===== src/rtl/sca_pkg.sv =====
package sca_pkg;

    // Inputs of one adder cell
    typedef struct packed {
        logic opa;
        logic opb;
        logic cy;
    } cell_in_t;

    // Per-cell fault masks
    typedef struct packed {
        logic sum;
        logic cout;
        logic tst;
    } cell_flt_t;

    // Sum built as a standalone parity term
    function automatic logic sum_fn(cell_in_t x);
        return x.opa ^ x.opb ^ x.cy;
    endfunction

    // Carry built as a majority of products, no XOR shared with the sum
    function automatic logic carry_fn(cell_in_t x);
        return (x.opa & x.opb) | (x.opa & x.cy) | (x.opb & x.cy);
    endfunction

endpackage


===== src/rtl/sca_eq_tester.sv =====
module sca_eq_tester
    import sca_pkg::*;
(
    input  cell_in_t in_i,
    output logic     tst_n_o
);
    logic all_one;
    logic all_zero;

    always_comb begin
        all_one  = in_i.opa & in_i.opb & in_i.cy;
        all_zero = ~in_i.opa & ~in_i.opb & ~in_i.cy;
        tst_n_o  = ~(all_one | all_zero);
    end
endmodule


===== src/rtl/sca_cell_check.sv =====
module sca_cell_check (
    input  logic sum_i,
    input  logic cout_i,
    input  logic tst_n_i,
    output logic err_o
);
    logic mid;

    always_comb begin
        mid   = ~(sum_i ^ cout_i);
        err_o = ~(mid ^ tst_n_i);
    end
endmodule


===== src/rtl/sca_cell.sv =====
module sca_cell
    import sca_pkg::*;
(
    input  cell_in_t  in_i,
    input  cell_flt_t flt_i,
    output logic      sum_o,
    output logic      cout_o,
    output logic      err_o
);
    logic sum_raw;
    logic cout_raw;
    logic tst_raw;
    logic tst_n;

    sca_eq_tester u_tst (
        .in_i    (in_i),
        .tst_n_o (tst_raw)
    );

    always_comb begin
        sum_raw  = sum_fn(in_i);
        cout_raw = carry_fn(in_i);
        sum_o    = sum_raw ^ flt_i.sum;
        cout_o   = cout_raw ^ flt_i.cout;
        tst_n    = tst_raw ^ flt_i.tst;
    end

    sca_cell_check u_chk (
        .sum_i   (sum_o),
        .cout_i  (cout_o),
        .tst_n_i (tst_n),
        .err_o   (err_o)
    );

    always_comb begin

        clean_cell_chk: assert ((flt_i != '0) || (err_o == 1'b0));

        single_flag_chk: assert (($countones(flt_i) != 1) || (err_o == 1'b1));

        double_escape_chk: assert (($countones(flt_i) != 2) || (err_o == 1'b0));
    end
endmodule


===== src/rtl/sca_adder.sv =====
module sca_adder
    import sca_pkg::*;
#(
    parameter int N = 16
) (
    input  logic [N-1:0] a,
    input  logic [N-1:0] b,
    input  logic         cin,
    input  logic [N-1:0] inj_sum,
    input  logic [N-1:0] inj_cout,
    input  logic [N-1:0] inj_tst,
    output logic [N-1:0] sum,
    output logic         cout,
    output logic [N-1:0] cell_err
);
    localparam int CW = N + 1;

    logic [N:0] cy;

    assign cy[0] = cin;

    for (genvar i = 0; i < N; i++) begin : g_cell
        cell_in_t  cin_s;
        cell_flt_t flt_s;

        assign cin_s = '{opa: a[i], opb: b[i], cy: cy[i]};
        assign flt_s = '{sum: inj_sum[i], cout: inj_cout[i], tst: inj_tst[i]};

        sca_cell u_cell (
            .in_i   (cin_s),
            .flt_i  (flt_s),
            .sum_o  (sum[i]),
            .cout_o (cy[i+1]),
            .err_o  (cell_err[i])
        );
    end

    assign cout = cy[N];

    always_comb begin

        clean_sum_chk: assert (((inj_sum | inj_cout | inj_tst) != '0) ||
            ({cout, sum} == ({1'b0, a} + {1'b0, b} + CW'(cin))));

        flag_local_chk: assert ((cell_err & ~(inj_sum | inj_cout | inj_tst)) == '0);
    end
endmodule


===== config.mk =====
export PLATFORM = sky130hd
export DESIGN_NAME = sca_adder
export DESIGN_NICKNAME = d
export VERILOG_FILES = /design/src/rtl/sca_pkg.sv /design/src/rtl/sca_eq_tester.sv /design/src/rtl/sca_cell_check.sv /design/src/rtl/sca_cell.sv /design/src/rtl/sca_adder.sv
export SDC_FILE = /design/constraint.sdc
export NUM_CORES = 1
export LEC_CHECK = 0
export ABC_AREA = 1
export BUFFER_PORTS_ARGS = -buffer_cell sky130_fd_sc_hd__buf_2
export CAP_MARGIN = 20
export CORE_MARGIN = 3
export CORE_UTILIZATION = 27
export DETAILED_ROUTE_END_ITERATION = 12
export GPL_ROUTABILITY_DRIVEN = 0
export SYNTH_ARGS = -nofsm -noshare
export SYNTH_HDL_FRONTEND = slang
export SYNTH_SLANG_ARGS = --single-unit

===== constraint.sdc =====
create_clock -name vclk -period 13.4
set_clock_uncertainty 0.05 [all_clocks]
set_input_delay 2.01 -clock vclk [all_inputs]
set_output_delay 2.01 -clock vclk [all_outputs]
set_load 0.02 [all_outputs]

# After elaboration in Yosys (flattened, before gate mapping)

Cells that the tools add are included.

Bitwise gates (word level): 352

Operator list:

| operator          | number |
|---|---|
| 1-bit XOR         | 112 |
| 1-bit bitwise AND | 96 |
| 1-bit NOT         | 96 |
| 1-bit OR          | 48 |

Flip-flop bits (word level): 0
Bits of input ports: 81
Output and inout bits: 33
Word-level logic and storage cells: 352

# Longest topological paths before layout

Depth in word-level cells: 68
Mapped depth: 71
Mapped depth without buffers: 70

# Modules after synthesis

A second synthesis with hierarchy kept.

Cell total of the unflattened synthesis: 480
Area, all modules: 2102.0 µm²

By module, submodules not included:

| module         | times used | cells each | area each (µm²) |
|---|---|---|---|
| sca_cell       | 16         | 16         | 76.3 |
| sca_cell_check | 16         | 9          | 35.0 |
| sca_eq_tester  | 16         | 5          | 20.0 |

# Worst setup path after synthesis

OpenSTA, ideal clock, no wires.

Path kind: input-to-output
Start point: input a[0]
End point: output cell_err[15]
Arrival: 11.864 ns
Required time: 11.340 ns
Setup slack: -0.524 ns
Stages on the path: 54
Path through: inv_1 -> fa_1 -> nand2_1 -> nand2_1 -> fa_1 -> nand2_1 -> nand2_1 -> fa_1 -> nand2_1 -> nand2_1 -> fa_1 -> nand2_1 -> nand2_1 -> fa_1 -> nand2_1 -> nand2_1 -> fa_1 -> nand2_1 -> [... 18 more ...] -> fa_1 -> nand2_1 -> nand2_1 -> fa_1 -> nand2_1 -> nand2_1 -> fa_1 -> nand2_1 -> nand2_1 -> fa_1 -> nand2_1 -> nand2_1 -> fa_1 -> xor2_1 -> nand3_1 -> nand3_1 -> nand2_1 -> buf_4

Longest elaborated chain between the ends: 68

Ends and longest elaborated chain:

| item                     | line                 | RTL |
|---|---|---|
| start: declaration       | sca_adder.sv:6       | `input logic [N-1:0] a,` |
| 1-bit bitwise AND        | sca_pkg.sv:24        | `return (x.opa & x.opb) \| (x.opa & x.cy) \| (x.opb & x.cy);` |
| 1-bit OR * (2 in series) | sca_pkg.sv:24        |  |
| 1-bit XOR *              | sca_cell.sv:24       | `cout_o = cout_raw ^ flt_i.cout;` |
| 1-bit bitwise AND        | sca_pkg.sv:24        |  |
| 1-bit OR                 | sca_pkg.sv:24        |  |
| 1-bit OR *               | sca_pkg.sv:24        |  |
| 1-bit XOR *              | sca_cell.sv:24       |  |
| 1-bit bitwise AND        | sca_pkg.sv:24        |  |
| [... 52 more ...]        | -                    |  |
| 1-bit OR                 | sca_pkg.sv:24        |  |
| 1-bit OR *               | sca_pkg.sv:24        |  |
| 1-bit XOR *              | sca_cell.sv:24       |  |
| via cout                 | sca_adder.sv:13      | `output logic cout,` |
| 1-bit XOR *              | sca_cell_check.sv:10 | `mid = ~(sum_i ^ cout_i);` |
| 1-bit NOT *              | sca_cell_check.sv:10 |  |
| 1-bit XOR *              | sca_cell_check.sv:11 | `err_o = ~(mid ^ tst_n_i);` |
| 1-bit NOT *              | sca_cell_check.sv:11 |  |
| end: declaration         | sca_adder.sv:14      | `output logic [N-1:0] cell_err` |

The timed path passes the listed nets; every way through them passes the cells marked *.

# Worst setup path in the final report

Start point: input a[0]
End point: output cell_err[15]

Longest elaborated chain between the ends: 68

Ends and longest elaborated chain:

| item                     | line |
|---|---|
| 1-bit bitwise AND        | sca_pkg.sv:24 |
| 1-bit OR * (2 in series) | sca_pkg.sv:24 |
| 1-bit XOR *              | sca_cell.sv:24 |
| 1-bit bitwise AND        | sca_pkg.sv:24 |
| 1-bit OR                 | sca_pkg.sv:24 |
| 1-bit OR *               | sca_pkg.sv:24 |
| 1-bit XOR *              | sca_cell.sv:24 |
| 1-bit bitwise AND        | sca_pkg.sv:24 |
| [... 50 more ...]        | - |
| 1-bit XOR *              | sca_cell.sv:24 |
| 1-bit bitwise AND        | sca_pkg.sv:24 |
| 1-bit OR (2 in series)   | sca_pkg.sv:24 |
| 1-bit XOR                | sca_cell.sv:24 |
| 1-bit XOR                | sca_cell_check.sv:10 |
| 1-bit NOT                | sca_cell_check.sv:10 |
| 1-bit XOR *              | sca_cell_check.sv:11 |
| 1-bit NOT *              | sca_cell_check.sv:11 |

Mark *: on every way between the ends. The rest lies on a longest branch, timed or not.

==> impl_metrics.csv <==
group,metric,value,unit
run_status,outcome,"completed",
clock_network,postCtsHoldBufs,0,
finish,nClkBuffers,0,
sta,hold_viol,0,
logic_synthesis,avgSynthCellArea,5.177,µm²
flow_run,drv_cap,0,
placement,dpl.hpwl,6419,µm
die,core,11520,µm²
sta,fin_ws,0.2462,ns
logic_synthesis,yosys_warnings,0,
sta,fin_hold_ws,4.311,ns
logic_synthesis,ys_types,16,
finish,regArea,0,µm²
finish,layout-drive-gt1-share,29.27,%
placement,numPortBuffers,114,
finish,fill_cells,1337,
route,drt_iter0_markers,91,
die,die_w,114.9,µm
power_and_ir_drop,p_total,247.8,µW
sta,fin_tns_setup,0,ns
placement,place_ws,-0.3791,ns
worst_setup_path,path_class,"input pin to primary output",
die,rows,39,
logic_synthesis,seq_area_frac_synth,0,%
finish,area_growth,27.06,%
worst_setup_path,crit_path_max_fanout,3,
sta,max_freq,0.07602,GHz
route,vias_per_cell,4.096,
global_routing,grt_max_degree,5,
power_and_ir_drop,p_leak,0.002671,µW
logic_synthesis,syn_inst,619,
logic_synthesis,synth_nets,748,
die,fp.dieArea,13210,µm²
sta,tightest_slew,0.2313,ns
sta,min_period_over_period,98.16,%
finish,mostFrequentLayoutCells,"nand2_1 (232), inv_1 (122), buf_2 (113)",
route,vias,3580,
finish,design.seq.count,0,
logic_synthesis,synth_area,3204,µm²
finish,num_antenna_cells,0,
finish,multi_input_area,2557,µm²
sta,finalCriticalPeriod,13.15,ns
die,start_util,27.82,%
finish,final_core_util,35.35,%
power_and_ir_drop,irDropWorstVdd,0.02440,mV
global_routing,antenna_found_initial,0,
route,dr.pass1.iters,4,
worst_setup_path,start_kind,"input pin",
route,antenna_left,0,
sta,drv_slew,0,
worst_setup_path,cpPeakStageDelay,0.56,ns
worst_setup_path,required,11.34,ns
global_routing,grt.total_usage,9.758,%
global_routing,grt_pass1_wl,11560,µm
route,drc,0,
worst_hold_path,hp-class,"input pin to primary output",
finish,final_common_cell,"nand2_1",
worst_setup_path,crit_slowest_cell,"fa_2",
route,wirelength,6839,µm
worst_setup_path,worstPathArrival,11.09,ns
die,die_h,114.9,µm
global_routing,first_global_vias,3050,
finish,fin_nets,862,
sta,setup_viol,0,
sta,rsz0062_at_grt,"true",
worst_setup_path,cpMostUsedCell,"nand2_2",
global_routing,overflow,0,
die,num_io_pins,114,
power_and_ir_drop,power_density,60.85,nW/µm²
sta,relSlewSlack,84.47,%
route,avgRoutedWirePerCell,7.825,µm
worst_setup_path,critPathCaptureType,"primary output",
==> final timing paths <==
check / startpoint / to / depth (start not counted)
hold / removal: inj_sum[0] / sum[0] / 3
setup / recovery: a[0] / cell_err[15] / 57
==> layer usage <==
layer	share of wire, %	global-route usage, %	vias up	routed length (µm)
li1	-	-	2031	-
met1	46	12.34	1483	3120
met2	49	18.67	64	3333
met3	5.3	1.053	2	360
met4	0.35	0.3130	0	24
met5	0	0	-	0
==> critical path, delay by kind of cell <==
kind / cells / cell delay, ns
fa+ha+maj: 16 / 6.07
buf+inv: 6 / 0.48
simple gates: 35 / 2.50
==> layout make-up <==
type                       count  share of cell area, %
tap                          143                  4.395
timing repair buffer         144                  19.70
multi-input combinational    445                  62.82
inverter                     142                  13.09
==> synth_stat cells <==
library cell,count,area [µm²]
nand2_4,1,11.26
nor2_1,10,37.54
buf_4,32,240.2
xor2_1,3,26.28
o21ai_0,1,5.000
ha_1,32,400.4
nand2_2,4,25.02
o21ai_1,2,10.01
o211ai_1,1,7.510
xnor2_1,8,70.07
nand2_1,259,972.2
nand3_1,107,535.5
inv_1,132,495.5
fa_1,16,320.3
inv_2,10,37.54
nand3_2,1,10.01
==> what timing repair did <==
item | CTS | global route
endpoints found under the hold margin | 0 | 0
buffers inserted | 0 | 4
pin swaps | 1 | 5
gates resized for setup | 8 | 38
setup endpoints to repair | 3 | 4
==> cells by family after synthesis <==
| logic type | Yosys count | share of synthesized area (%) |
|---|---|---|
| AOI/OAI and AO/OA | 4 | 0.7028 |
| adders and majority gates | 48 | 22.49 |
| buffers and inverters | 174 | 24.13 |
| and+or+nand+nor | 382 | 49.67 |
| xor gates and xnor gates | 11 | 3.007 |
==> per-stage QoR <==
stage,area [µm²],cells
after floorplan,3246,619
after global placement,3950,870
after detailed placement,3950,870
after CTS,3970,870
after global routing,4071,874
final,4071,874
==> where the power goes <==
part / switching, µW / internal, µW
Combinational: 147 / 101
Clock: 0 / 0
Sequential: 0 / 0
Power figures use the tool's default switching activity.
